<file path="config.mk">
export PLATFORM = sky130hd
export DESIGN_NAME = match_os_timer
export DESIGN_NICKNAME = d
export VERILOG_FILES = /design/src/rtl/ostm_pkg.sv /design/src/rtl/ostm_datapath.sv /design/src/rtl/ostm_ctrl.sv /design/src/rtl/match_os_timer.sv
export SDC_FILE = /design/constraint.sdc
export NUM_CORES = 1
export LEC_CHECK = 0
export BUFFER_PORTS_ARGS = -buffer_cell sky130_fd_sc_hd__buf_4
export CORE_ASPECT_RATIO = 0.6
export CORE_MARGIN = 3
export CORE_UTILIZATION = 40
export CTS_BUF_LIST = sky130_fd_sc_hd__clkbuf_4
export DETAILED_ROUTE_END_ITERATION = 10
export PLACE_DENSITY_LB_ADDON = 0.25
export SETUP_SLACK_MARGIN = 0.4
export SLEW_MARGIN = 25
export SYNTH_ARGS = -nofsm -noshare
export SYNTH_HDL_FRONTEND = slang
export SYNTH_SLANG_ARGS = --single-unit
</file>
<file path="constraint.sdc">
create_clock -name clk -period 2.9 [get_ports clk]
set_input_delay 0.58 -clock clk [delete_from_list [all_inputs] [get_ports clk]]
set_output_delay 0.58 -clock clk [all_outputs]
set_load 0.01 [all_outputs]
</file>
<file path="src/rtl/ostm_pkg.sv">
package ostm_pkg;
  // Strobes from the control module to the datapath.
  typedef struct packed {
    logic armMatch;   // match-register write this cycle
    logic countTick;  // counting-rate tick this cycle
  } dpStrobe_t;
endpackage

</file>
<file path="src/rtl/ostm_datapath.sv">
module ostm_datapath
  import ostm_pkg::*;
#(
  parameter int DATA_W = 32
) (
  input  logic              clk,
  input  logic              rstN,
  input  dpStrobe_t         strb,
  input  logic [DATA_W-1:0] wrData,
  output logic              expire,
  output logic [DATA_W-1:0] countView
);
  localparam logic [DATA_W-1:0] ALL_ONES = '1;
  localparam logic [DATA_W-1:0] ONE      = {{(DATA_W-1){1'b0}}, 1'b1};

  logic [DATA_W-1:0] matchReg;
  logic [DATA_W-1:0] countReg;
  logic [DATA_W-1:0] remainReg;
  logic [DATA_W-1:0] armDistance;
  logic              running;

  // Distance from the settled count to the new match, wrapping past all-ones.
  always_comb begin
    if (wrData > countReg) armDistance = wrData - countReg;
    else                   armDistance = wrData + (ALL_ONES - countReg);
  end

  // A match write in the same cycle wins over an expiring tick.
  assign expire    = running && strb.countTick && !strb.armMatch && (remainReg <= ONE);
  assign countView = matchReg - remainReg;

  always_ff @(posedge clk or negedge rstN) begin
    if (!rstN) begin
      matchReg  <= '0;
      countReg  <= '0;
      remainReg <= '0;
      running   <= 1'b0;
    end else if (strb.armMatch) begin
      matchReg  <= wrData;
      remainReg <= armDistance;
      running   <= 1'b1;
    end else if (expire) begin
      countReg  <= matchReg;
      remainReg <= '0;
      running   <= 1'b0;
    end else if (running && strb.countTick) begin
      remainReg <= remainReg - ONE;
    end
  end


  idle_hold_chk: assert property (@(posedge clk) disable iff (!rstN)
    (!running && !strb.armMatch) |=> ($stable(remainReg) && $stable(countReg)));


  snap_count_chk: assert property (@(posedge clk) disable iff (!rstN)
    expire |=> (countReg == $past(matchReg) && !running));


  arm_start_chk: assert property (@(posedge clk) disable iff (!rstN)
    strb.armMatch |=> (running && matchReg == $past(wrData)));


  no_tick_hold_chk: assert property (@(posedge clk) disable iff (!rstN)
    (!strb.countTick && !strb.armMatch) |=> $stable(remainReg));
endmodule

</file>
<file path="src/rtl/ostm_ctrl.sv">
module ostm_ctrl
  import ostm_pkg::*;
#(
  parameter int DATA_W = 32,
  parameter int ADDR_W = 8
) (
  input  logic              clk,
  input  logic              rstN,
  input  logic              tickEn,
  input  logic [ADDR_W-1:0] busAddr,
  input  logic              busWrEn,
  input  logic [DATA_W-1:0] busWrData,
  input  logic              expire,
  input  logic [DATA_W-1:0] countView,
  output dpStrobe_t         strb,
  output logic [DATA_W-1:0] busRdData,
  output logic              irq
);
  localparam logic [ADDR_W-1:0] OFF_MATCH  = ADDR_W'(8'h00);
  localparam logic [ADDR_W-1:0] OFF_COUNT  = ADDR_W'(8'h10);
  localparam logic [ADDR_W-1:0] OFF_STATUS = ADDR_W'(8'h14);
  localparam logic [ADDR_W-1:0] OFF_ENABLE = ADDR_W'(8'h1C);

  logic              statusFlag;
  logic [DATA_W-1:0] enableReg;
  logic              hitMatch, hitStatus, hitEnable;
  logic              intrOn;
  logic              ackWrite;

  assign hitMatch  = (busAddr == OFF_MATCH);
  assign hitStatus = (busAddr == OFF_STATUS);
  assign hitEnable = (busAddr == OFF_ENABLE);
  assign intrOn    = (enableReg != '0);
  assign ackWrite  = busWrEn && hitStatus && (busWrData == '0);

  assign strb.armMatch  = busWrEn && hitMatch;
  assign strb.countTick = tickEn;

  always_ff @(posedge clk or negedge rstN) begin
    if (!rstN) begin
      statusFlag <= 1'b0;
      enableReg  <= '0;
    end else begin
      if (expire && intrOn)  statusFlag <= 1'b1;
      else if (ackWrite)     statusFlag <= 1'b0;
      if (busWrEn && hitEnable) enableReg <= busWrData;
    end
  end

  always_comb begin
    case (busAddr)
      OFF_COUNT:  busRdData = countView;
      OFF_STATUS: busRdData = {{(DATA_W-1){1'b0}}, statusFlag};
      OFF_ENABLE: busRdData = enableReg;
      default:    busRdData = '0;
    endcase
  end

  assign irq = statusFlag;


  status_set_chk: assert property (@(posedge clk) disable iff (!rstN)
    (expire && intrOn) |=> statusFlag);


  masked_expiry_chk: assert property (@(posedge clk) disable iff (!rstN)
    (expire && !intrOn && !statusFlag) |=> !statusFlag);


  status_clear_chk: assert property (@(posedge clk) disable iff (!rstN)
    (ackWrite && !expire) |=> !statusFlag);


  status_keep_chk: assert property (@(posedge clk) disable iff (!rstN)
    (busWrEn && hitStatus && busWrData != '0) |=> $stable(statusFlag) || statusFlag);
endmodule

</file>
<file path="src/rtl/match_os_timer.sv">
module match_os_timer
  import ostm_pkg::*;
#(
  parameter int DATA_W = 32,
  parameter int ADDR_W = 8
) (
  input  logic              clk,
  input  logic              rstN,
  input  logic              tickEn,
  input  logic [ADDR_W-1:0] busAddr,
  input  logic              busWrEn,
  input  logic [DATA_W-1:0] busWrData,
  output logic [DATA_W-1:0] busRdData,
  output logic              irq
);
  dpStrobe_t         strb;
  logic              expire;
  logic [DATA_W-1:0] countView;

  ostm_ctrl #(.DATA_W(DATA_W), .ADDR_W(ADDR_W)) ctrl (
    .clk(clk), .rstN(rstN), .tickEn(tickEn), .busAddr(busAddr),
    .busWrEn(busWrEn), .busWrData(busWrData), .expire(expire),
    .countView(countView), .strb(strb), .busRdData(busRdData), .irq(irq)
  );

  ostm_datapath #(.DATA_W(DATA_W)) dp (
    .clk(clk), .rstN(rstN), .strb(strb), .wrData(busWrData),
    .expire(expire), .countView(countView)
  );
endmodule

</file>
==> impl_summary.log, run 1 <==
INFO  metric max-vdd-ir-drop = 0.000323 V
INFO  metric num_rows = 44
INFO  metric setup_repair_after_global_routing_missed_its_margin = yes
INFO  metric clock-sinks = 130
INFO  metric globalRouteMet3Util = 9.99%
INFO  metric synthDominantCellAreaShare = 32.3%
INFO  metric data_arrival_at_the_endpoint_of_the_critical_path = 3.51 ns
INFO  metric cts_tree = done
INFO  metric static-leakage-power = 7.21 nW
INFO  metric final_max_slew_viol_count = 0
INFO  metric cp_capture_type = output port
INFO  metric die-width = 211 µm
INFO  metric core_region_area = 0.0245 mm²
INFO  metric ys_seq_area_share = 32.3%
INFO  metric critical_path_required = 2.32 ns
INFO  metric synth.lib_cells_used.distinct = 76
INFO  metric final_net_count = 1,722
INFO  metric route.final.wire_length = 41.7 mm
INFO  metric min_path_type = primary input to asynchronous set/reset pin
INFO  metric post-route-period-util = 141%
INFO  metric post_route_cells_drive_above_1_share = 43.7%
INFO  metric post-synth-top-count-cell = nand2_1
INFO  metric met1_usage = 46.2%
INFO  metric postSynth.topFlopCell = dfrtp_1
INFO  metric max_freq = 245 MHz
INFO  metric top_usage_layer = met1
INFO  metric drt.antenna.violating_nets = 0
INFO  metric hold_viol_final = 0
INFO  metric grt_pass1_wl = 62.2 mm
INFO  metric fp.dieArea = 0.0272 mm²
INFO  metric cts.clk_slew.worst_paths = 0.12 ns
INFO  metric outcome = finished with violations
INFO  metric synth-edff-count = 0
INFO  metric synth_nets = 1,338
INFO  metric globalplace.congestion = 1.00
INFO  metric grt-ovfl-total = 0
INFO  metric syn_inst = 1,224
INFO  metric max_cap_violations = 0
INFO  metric grt_util_met2 = 41.3%
INFO  metric dr_total_vias = 11,100
INFO  metric hold_ws = 0.0356 ns
INFO  metric setup-tns-final = -25.60 ns
INFO  metric post-place-ws = -0.574 ns
INFO  metric fin_area = 0.0152 mm²
INFO  metric drc_errors = 0
INFO  metric drt_iter0_drc = 1,177
INFO  metric diode_insertion_count_for_antenna_repair = 0
INFO  metric async_flop_share = 100%
INFO  metric ys.warnings.count = 0
INFO  metric timing.max_slew.rel_slack = 49.4%
INFO  metric wl_per_cell = 21.4 µm
INFO  metric critical_path_peak_fanout = 3
INFO  metric detailedPlacementHpwl = 31.1 mm
INFO  metric synth_area_leader_cell = dfrtp_1
INFO  metric n_fill_cell = 2,038
INFO  metric route.detailed.vias_per_inst = 5.70
INFO  metric cts_hold_buffers = 0
INFO  metric area_growth = 50.4%
INFO  metric clock_insertion_delay_worst_skew = 0.64 ns
INFO  metric dpl_cell_area = 0.0135 mm²
INFO  metric cp_startpoint_kind = flop
INFO  metric grt_pass1_vias = 10,500
INFO  metric clock_path_buffers = 2
INFO  metric h-tree-depth = 4
INFO  metric dr.pass1.iters = 6
INFO  metric timing.setup.critical_path_class = flop to output port
INFO  metric chipHeight = 129 µm
INFO  metric postSynthAreaPerCell = 8.24 µm²
INFO  metric min_period = 4.09 ns
INFO  metric syn-cell-area = 0.0101 mm²
INFO  metric finalClockSkew = 0.0158 ns
INFO  metric antenna_violations_before_repair = 1
INFO  metric cts-buffers-inserted = 17
INFO  metric total_power = 5.73 mW
INFO  metric worst_slew_pin_slew = 0.751 ns
INFO  metric io_pins = 77
INFO  metric ys_ff_latch = 130
INFO  metric synth_top_cells_by_area = dfrtp_1 32%, ha_1 8.3%, mux2_2 7.0%
INFO  metric io_buffers = 76
INFO  metric power_per_cell_area = 378 mW/mm²
INFO  metric setup_violation_total_in_the_final_timing_report = 47
INFO  metric grt.total_usage = 30.3%
INFO  metric floorplan.initialDensity = 41.2%
INFO  metric worst_slack = -1.19 ns
INFO  metric violations = negative setup slack
INFO  metric synth_common_cells = 188 x nand2_1, 130 x dfrtp_1, 94 x a21oi_1
INFO  metric grt_start_max_net_pins = 131
INFO  metric ctsRootBufferMaster = clkbuf_4
## power breakdown
group	internal, mW	switching, mW	leakage, nW
logic	1.07	1.14	5.28
registers	1.89	0.0772	1.76
clock network	0.762	0.790	0.173
total	3.72	2.01	7.21
## worst max-delay path: stages (launching register included)
cell and delay (ns):
dfrtp_1 0.43, buf_6 0.13, fa_2 0.41, nor2b_4 0.14, o21ba_4 0.16, o21a_1 0.15, o21ai_2 0.10, a211oi_2 0.22
buf_4 0.19, nor3_4 0.05, o31ai_2 0.20, buf_4 0.17, a21oi_2 0.06, xor2_1 0.16, o21ai_2 0.14, buf_4 0.14
## placed cells by master (no fill, tap or decap), types with 32 or more instances in the layout
| master | count |
|---|---|
| nor2_1 | 58 |
| a21o_1 | 42 |
| mux2_2 | 63 |
| o21ai_1 | 32 |
| nand2_1 | 176 |
| buf_6 | 44 |
| dfrtp_1 | 130 |
| o21ai_0 | 48 |
| inv_1 | 76 |
| buf_4 | 369 |
| ha_1 | 50 |
| a21oi_1 | 64 |
## per-layer routing
| metal | up-vias | share of wire, % |
|---|---|---|
| met5 | - | 0.029 |
| met1 | 5366 | 48 |
| met4 | 2 | 1.6 |
| met3 | 56 | 11 |
| li1 | 5127 | - |
| met2 | 520 | 39 |
## cells by family after synthesis
| kind of cell | synth area share (%) |
|---|---|
| AND/OR/NAND/NOR | 19.2 |
| flip-flops | 32.3 |
| XOR/XNOR | 4.86 |
| adder cells (fa/ha/maj) | 8.91 |
| buffers and inverters | 5.52 |
| AO/OA/AOI/OAI | 21.2 |
| multiplexers | 7.97 |
## flip-flops by register name, indices dropped and copies added, names as in the netlist
signal,cells
ctrl.irq,1
dp.countReg,32
ctrl.enableReg,32
dp.matchReg,32
dp.remainReg,32
dp.running,1
## worst paths after layout
kind                       slack (ns)  cells after the start                         from                             to
setup / recovery                -1.19                     15  dp.remainReg[1]$_DFFE_PN0P_                  busRdData[28]
hold / removal                   0.04                      2                         rstN  ctrl.enableReg[7]$_DFFE_PN0P_
setup reg to reg                -0.10                     14  dp.countReg[11]$_DFFE_PN0P_   dp.remainReg[11]$_DFFE_PN0P_
hold reg to reg                  0.52                      1  dp.countReg[29]$_DFFE_PN0P_    dp.countReg[29]$_DFFE_PN0P_
max in group asynchronous        2.31                      2                         rstN    dp.matchReg[29]$_DFFE_PN0P_
min in group clk                 0.27                      4                 busWrData[5]     dp.matchReg[5]$_DFFE_PN0P_
## cell type report
type                            count  area (µm²)  area share (%)
Clock buffer                       17         128           0.841
Multi-Input combinational cell    954        7430            49.0
Sequential cell                   130        3250            21.4
Clock inverter                     15         213            1.40
Tap cell                          322         403            2.66
Inverter                           85         334            2.20
Timing Repair Buffer              420        3410            22.5
## per-stage QoR
step                util [%]  std cells
floorplan                  -       1224
global placement        55.3       1874
detailed placement      55.3       1874
CTS                     60.1       1925
global route            61.9       1943
finish                  61.9       1943
## timing repair
action                     in CTS  in global routing
gates resized for setup       153                 58
setup buffers                  19                 17
cloned                          0                  1
setup endpoints to repair      94                 95
pin swaps                      75                 82
hold endpoints to repair        0                  0
Note: power is estimated with default switching activity, not from simulation.
==> inputs of run 2 (changes only) <==
Settings changed: CELL_PAD_IN_SITES_DETAIL_PLACEMENT set to 0, CELL_PAD_IN_SITES_GLOBAL_PLACEMENT set to 2, CORE_UTILIZATION 40 to 35.
==> impl_summary.log, run 2 (synthesis gave the netlist of run 1 again) <==
INFO  metric outcome = finished with violations (unchanged)
INFO  metric violations = negative setup slack (unchanged)
INFO  metric layout_commonest_cell = buf_4 (unchanged)
INFO  metric finalClockSkew = 0.0314 ns (was 0.0158 ns)
INFO  metric h-tree-depth = 4 (unchanged)
INFO  metric grt.total_usage = 28.6% (was 30.3%)
INFO  metric globalplace.congestion = 0.948 (was 1.00)
INFO  metric num_rows = 47 (was 44)
INFO  metric cp_capture_type = output port (unchanged)
INFO  metric post_route_cells_drive_above_1_share = 45.9% (was 43.7%)
INFO  metric critical_path_peak_fanout = 3 (unchanged)
INFO  metric hold_viol_final = 0 (unchanged)
INFO  metric min_period = 3.99 ns (was 4.09 ns)
INFO  metric detailedPlacementHpwl = 34.9 mm (was 31.1 mm)
INFO  metric io_buffers = 76 (unchanged)
INFO  metric route.final.wire_length = 43.7 mm (was 41.7 mm)
INFO  metric core_region_area = 0.0279 mm² (was 0.0245 mm²)
INFO  metric final_max_slew_viol_count = 0 (unchanged)
INFO  metric clock_insertion_delay_worst_skew = 0.63 ns (was 0.64 ns)
INFO  metric setup_repair_after_global_routing_missed_its_margin = yes (unchanged)
INFO  metric drc_errors = 0 (unchanged)
INFO  metric antenna_violations_before_repair = 2 (was 1)
INFO  metric route.detailed.vias_per_inst = 5.36 (was 5.70)
INFO  metric grt_start_max_net_pins = 60 (was 131)
INFO  metric chipHeight = 137 µm (was 129 µm)
INFO  metric timing.setup.critical_path_class = flop to output port (unchanged)
INFO  metric fp.dieArea = 0.0309 mm² (was 0.0272 mm²)
INFO  metric cp_startpoint_kind = flop (unchanged)
INFO  metric max_freq = 251 MHz (was 245 MHz)
INFO  metric power_per_cell_area = 355 mW/mm² (was 378 mW/mm²)
INFO  metric post-route-period-util = 138% (was 141%)
INFO  metric io_pins = 77 (unchanged)
INFO  metric worstPathCellList = ha_4 -> fa_2 -> nor2b_4 -> o21ba_4 -> o21a_1 -> o21ai_2 -> a211oi_2 -> buf_4 -> nor3_4 -> o31ai_2 -> buf_4 -> a21oi_2 -> xor2_1 -> o21ai_2 -> buf_4 (was buf_6 -> fa_2 -> nor2b_4 -> o21ba_4 -> o21a_1 -> o21ai_2 -> a211oi_2 -> buf_4 -> nor3_4 -> o31ai_2 -> buf_4 -> a21oi_2 -> xor2_1 -> o21ai_2 -> buf_4)
INFO  metric cts-buffers-inserted = 17 (unchanged)
INFO  metric dr.pass1.iters = 6 (unchanged)
INFO  metric cp_slowest_cell = dfrtp_1 (unchanged)
INFO  metric fin_area = 0.0156 mm² (was 0.0152 mm²)
INFO  metric routed-wl-met3 = 4.74 mm (was 4.71 mm)
INFO  metric cts.clk_slew.worst_paths = 0.15 ns (was 0.12 ns)
INFO  metric dr_total_vias = 10,800 (was 11,100)
INFO  metric min_path_type = primary input to flop (was primary input to asynchronous set/reset pin)
INFO  metric met2_length = 16.2 mm (was 16.3 mm)
INFO  metric floorplan.initialDensity = 36.1% (was 41.2%)
INFO  metric postLayoutCoreUtil = 55.9% (was 61.9%)
INFO  metric mostFrequentLayoutCells = 390 x buf_4, 177 x nand2_1, 127 x dfrtp_1 (was 369 x buf_4, 176 x nand2_1, 130 x dfrtp_1)
INFO  metric worst_slack = -1.09 ns (was -1.19 ns)
INFO  metric timing.max_slew.rel_slack = 45.7% (was 49.4%)
INFO  metric cp_slowest_stage_delay = 0.43 ns (about the same)
INFO  metric max_cap_violations = 0 (unchanged)
INFO  metric dr.max_layer_used = met4 (was met5)
INFO  metric critical_path_required = 2.32 ns (about the same)
INFO  metric die-width = 225 µm (was 211 µm)
INFO  metric max-vdd-ir-drop = 0.000171 V (was 0.000323 V)
INFO  metric grt_pass1_wl = 64.7 mm (was 62.2 mm)
INFO  metric final_net_count = 1,745 (was 1,722)
INFO  metric cts_tree = done (unchanged)
INFO  metric drt.antenna.violating_nets = 0 (unchanged)
INFO  metric cpMostUsedCell = buf_4 (unchanged)
INFO  metric grt-ovfl-total = 0 (unchanged)
INFO  metric met1Wirelength = 22.3 mm (was 20.0 mm)
INFO  metric grt_pass1_vias = 10,300 (was 10,500)
INFO  metric clock_path_buffers = 2 (unchanged)
INFO  metric static-leakage-power = 7.33 nW (was 7.21 nW)
INFO  metric total_power = 5.54 mW (was 5.73 mW)
INFO  metric data_arrival_at_the_endpoint_of_the_critical_path = 3.41 ns (was 3.51 ns)
INFO  metric ctsRootBufferMaster = clkbuf_4 (unchanged)
INFO  metric setup-tns-final = -22.18 ns (was -25.60 ns)
INFO  metric setup_violation_total_in_the_final_timing_report = 46 (was 47)
INFO  metric clock-sinks = 130 (unchanged)
INFO  metric drt_iter0_drc = 957 (was 1,177)
INFO  metric dpl_cell_area = 0.0137 mm² (was 0.0135 mm²)
INFO  metric wl_per_cell = 21.7 µm (was 21.4 µm)
INFO  metric area_growth = 54.8% (was 50.4%)
INFO  metric worst_slew_pin_slew = 0.808 ns (was 0.751 ns)
-- run 2: timing repair --
item                       4_1_cts  5_1_grt
setup buffers                   24       19
cloned                           1        0
setup endpoints to repair       73       86
resized for setup              143      107
pin swaps                       72       79
hold buffers                     1        0
hold endpoints to repair        57        0
-- run 2: final timing paths --
kind,startpoint,endpoint,slack (ns),cells past startpoint
max,dp.remainReg[0]$_DFFE_PN0P_,busRdData[28],-1.09,15
min,busWrData[9],dp.matchReg[9]$_DFFE_PN0P_,0.18,3
max reg2reg,dp.countReg[12]$_DFFE_PN0P_,dp.remainReg[24]$_DFFE_PN0P_,-0.11,13
min reg2reg,dp.countReg[3]$_DFFE_PN0P_,dp.countReg[3]$_DFFE_PN0P_,0.52,1
max in group asynchronous,rstN,dp.countReg[22]$_DFFE_PN0P_,1.68,3
min in group asynchronous,rstN,dp.countReg[1]$_DFFE_PN0P_,0.51,2
-- run 2: cell type report --
cell class	count	area (µm²)
fill	2548	12300
timing repair buffer	443	3610
inverter	85	332
clock buffer	18	135
multi-input combinational	954	7680
tap	367	459
sequential	130	3260
antenna	1	2.50
clock inverter	13	135
-- run 2: metal layers --
layer  vias up  global-route usage (%)
met5         -                       0
met4         0                    4.93
met3        35                    11.8
met2       349                    36.5
met1      5217                    44.1
li1       5185                       -
-- run 2: stage by stage --
stage                     instances  setup slack, ns  hold WS [ns]
final                          2011            -1.09         0.184
after CTS                      1991            -1.10         0.141
after floorplan                1224           -0.129         0.284
after global routing           2011            -1.28         0.176
after global placement         1934           -0.510         0.473
after detailed placement       1934           -0.515         0.473
-- run 2: critical path, delay by kind of cell, from the launching register on --
family          cells  cell delay (ns)
buf+inv             3             0.50
compound gates      7             0.96
fa+ha+maj           2             0.54
xor+xnor            1             0.16
flops               1             0.43
simple gates        2             0.21
-- run 2: power by group --
group	leakage [nW]	total (mW)	switching [mW]	internal [mW]
logic	5.44	2.23	1.14	1.09
registers	1.75	1.98	0.0808	1.90
clock network	0.140	1.33	0.816	0.515
==> inputs of run 3 (changes only) <==
Settings changed: CELL_PAD_IN_SITES_DETAIL_PLACEMENT 0 to 1.
==> impl_summary.log, run 3 (synthesis gave the netlist of run 1 again) <==
INFO  metric outcome = finished with violations (unchanged)
INFO  metric violations = negative setup slack (unchanged)
INFO  metric route.final.wire_length = 52.2 mm (was 43.7 mm)
INFO  metric drt.antenna.violating_nets = 0 (unchanged)
INFO  metric grt.total_usage = 32.2% (was 28.6%)
INFO  metric internal_power = 3.55 mW (was 3.50 mW)
INFO  metric grt_start_max_net_pins = 60 (unchanged)
INFO  metric mostFrequentLayoutCells = 401 x buf_4, 175 x nand2_1, 129 x dfrtp_1 (was 390 x buf_4, 177 x nand2_1, 127 x dfrtp_1)
INFO  metric globalRouteMet3Util = 8.99% (was 11.8%)
INFO  metric io_pins = 77 (unchanged)
INFO  metric timing.setup.critical_path_class = flop to output port (unchanged)
INFO  metric die-width = 225 µm (unchanged)
INFO  metric clock_path_buffers = 2 (unchanged)
INFO  metric finalClockSkew = 0.0334 ns (was 0.0314 ns)
INFO  metric grt_pass1_wl = 73.3 mm (was 64.7 mm)
INFO  metric postLayoutCoreUtil = 57.8% (was 55.9%)
INFO  metric wl_per_cell = 25.6 µm (was 21.7 µm)
INFO  metric grt_pass1_vias = 11,700 (was 10,300)
INFO  metric globalplace.congestion = 0.948 (unchanged)
INFO  metric cts_tree = done (unchanged)
INFO  metric max_freq = 242 MHz (was 251 MHz)
INFO  metric comb_power_share = 43.2% (was 40.3%)
INFO  metric layout_commonest_cell = buf_4 (unchanged)
INFO  metric floorplan.initialDensity = 36.1% (unchanged)
INFO  metric power.share.clock = 22.6% (was 24.0%)
INFO  metric io_buffers = 76 (unchanged)
INFO  metric post-route-period-util = 142% (was 138%)
INFO  metric critical_path_peak_fanout = 3 (unchanged)
INFO  metric cp_startpoint_kind = flop (unchanged)
INFO  metric dr.pass1.iters = 5 (was 6)
INFO  metric drt_iter0_drc = 1,092 (was 957)
INFO  metric dpl_cell_area = 0.0137 mm² (unchanged)
INFO  metric max-vdd-ir-drop = 0.000218 V (was 0.000171 V)
INFO  metric critical_path_required = 2.32 ns (about the same)
INFO  metric clock-sinks = 130 (unchanged)
INFO  metric worst_slew_pin_slew = 0.732 ns (was 0.808 ns)
INFO  metric core_region_area = 0.0279 mm² (unchanged)
INFO  metric diode_insertion_count_for_antenna_repair = 0 (was 1)
INFO  metric area_growth = 60.1% (was 54.8%)
INFO  metric setup_violation_total_in_the_final_timing_report = 53 (was 46)
INFO  metric post_route_cells_drive_above_1_share = 49.0% (was 45.9%)
INFO  metric final_cells = 2,039 (was 2,011)
INFO  metric cts.clk_slew.worst_paths = 0.15 ns (about the same)
INFO  metric final_max_slew_viol_count = 0 (unchanged)
INFO  metric route.detailed.vias_per_inst = 5.74 (was 5.36)
INFO  metric clock_insertion_delay_worst_skew = 0.65 ns (was 0.63 ns)
INFO  metric min_period = 4.13 ns (was 3.99 ns)
INFO  metric cp_capture_type = output port (unchanged)
INFO  metric final_net_count = 1,773 (was 1,745)
INFO  metric grt-ovfl-total = 0 (unchanged)
INFO  metric worst_slack = -1.23 ns (was -1.09 ns)
INFO  metric met1_usage = 47.6% (was 44.1%)
INFO  metric cts-buffers-inserted = 17 (unchanged)
INFO  metric grt_util_met2 = 46.1% (was 36.5%)
INFO  metric h-tree-depth = 4 (unchanged)
INFO  metric sequentialPowerShare = 34.2% (was 35.7%)
INFO  metric dr_total_vias = 11,700 (was 10,800)
INFO  metric ctsRootBufferMaster = clkbuf_4 (unchanged)
INFO  metric fp.dieArea = 0.0309 mm² (unchanged)
INFO  metric setup-tns-final = -27.32 ns (was -22.18 ns)
INFO  metric setup_repair_after_global_routing_missed_its_margin = yes (unchanged)
INFO  metric drc_errors = 0 (unchanged)
INFO  metric top_usage_layer = met1 (unchanged)
INFO  metric hold_viol_final = 0 (unchanged)
INFO  metric min_path_type = primary input to flop (unchanged)
INFO  metric num_rows = 47 (unchanged)
INFO  metric timing.max_slew.rel_slack = 50.8% (was 45.7%)
INFO  metric place_inst = 1,934 (unchanged)
INFO  metric p_sw = 2.25 mW (was 2.04 mW)
INFO  metric data_arrival_at_the_endpoint_of_the_critical_path = 3.55 ns (was 3.41 ns)
INFO  metric swShare = 38.8% (was 36.8%)
INFO  metric antenna_violations_before_repair = 1 (was 2)
INFO  metric static-leakage-power = 7.53 nW (was 7.33 nW)
INFO  metric power_per_cell_area = 359 mW/mm² (was 355 mW/mm²)
INFO  metric chipHeight = 137 µm (unchanged)
INFO  metric fin_area = 0.0161 mm² (was 0.0156 mm²)
INFO  metric max_cap_violations = 0 (unchanged)
INFO  metric detailedPlacementHpwl = 38.2 mm (was 34.9 mm)
[run 3: critical path: stages, from the launching register on]
cell and delay [ns]:
dfrtp_1 0.41, inv_2 0.07, ha_4 0.16, fa_2 0.37, nor2b_4 0.16, o21ba_4 0.14, o21a_1 0.16, o21ai_2 0.09
a211oi_2 0.19, buf_4 0.20, nor3_4 0.06, o31ai_2 0.21, buf_4 0.19, a21oi_2 0.07, xor2_1 0.16, o21ai_2 0.15
buf_4 0.13
[run 3: path summary, 6_finish.rpt]
check / from / to / slack [ns] / cells past startpoint
min in group asynchronous: rstN / dp.remainReg[8]$_DFFE_PN0P_ / 0.51 / 2
max: dp.matchReg[0]$_DFFE_PN0P_ / busRdData[28] / -1.23 / 16
min: busWrData[9] / dp.matchReg[9]$_DFFE_PN0P_ / 0.20 / 3
max in group asynchronous: rstN / ctrl.enableReg[18]$_DFFE_PN0P_ / 1.70 / 3
max reg2reg: dp.countReg[11]$_DFFE_PN0P_ / dp.remainReg[21]$_DFFE_PN0P_ / -0.23 / 13
min reg2reg: dp.countReg[30]$_DFFE_PN0P_ / dp.countReg[30]$_DFFE_PN0P_ / 0.52 / 1
[run 3: power groups by stage]
| stage | Sequential (mW) | Combinational [mW] | Clock, mW |
|---|---|---|---|
| after floorplan | 2.00 | 0.859 | 0 |
| after global placement | 2.00 | 1.75 | 0 |
| after detailed placement | 2.01 | 1.79 | 0 |
| after CTS | 1.97 | 2.16 | 1.33 |
| after global routing | 1.99 | 2.64 | 1.41 |
| final | 1.98 | 2.51 | 1.31 |
[run 3: layout make-up]
cell class | instances | area (µm²)
Clock buffer | 18 | 135
Tap cell | 367 | 459
Fill cell | 3194 | 11800
Sequential cell | 130 | 3250
Clock inverter | 14 | 130
Timing Repair Buffer | 471 | 3890
Multi-Input combinational cell | 954 | 7940
Inverter | 85 | 334
[run 3: what timing repair did]
action	4_1_cts	5_1_grt
endpoints found under the hold margin	57	0
pin swaps	107	88
cloned	0	1
hold buffers	1	0
gates resized for setup	198	128
setup buffers	40	31
setup endpoints to repair	81	97
[run 3: metal layers]
layer  part of all wire, %  wire (µm)  up-vias
met4                   2.3       1190        0
met3                   9.7       5050       90
met2                    42      21800      479
li1                      -          -     5220
met5                     0          0        -
met1                    46      24100     5924
[run 3: per-stage QoR]
step | worst slack [ns] | hold WS (ns) | power (mW)
floorplan | -0.129 | 0.284 | 2.85
global placement | -0.510 | 0.473 | 3.75
CTS | -1.14 | 0.138 | 5.46
global route | -1.38 | 0.177 | 6.04
finish | -1.23 | 0.205 | 5.80
detailed placement | -0.613 | 0.496 | 3.80
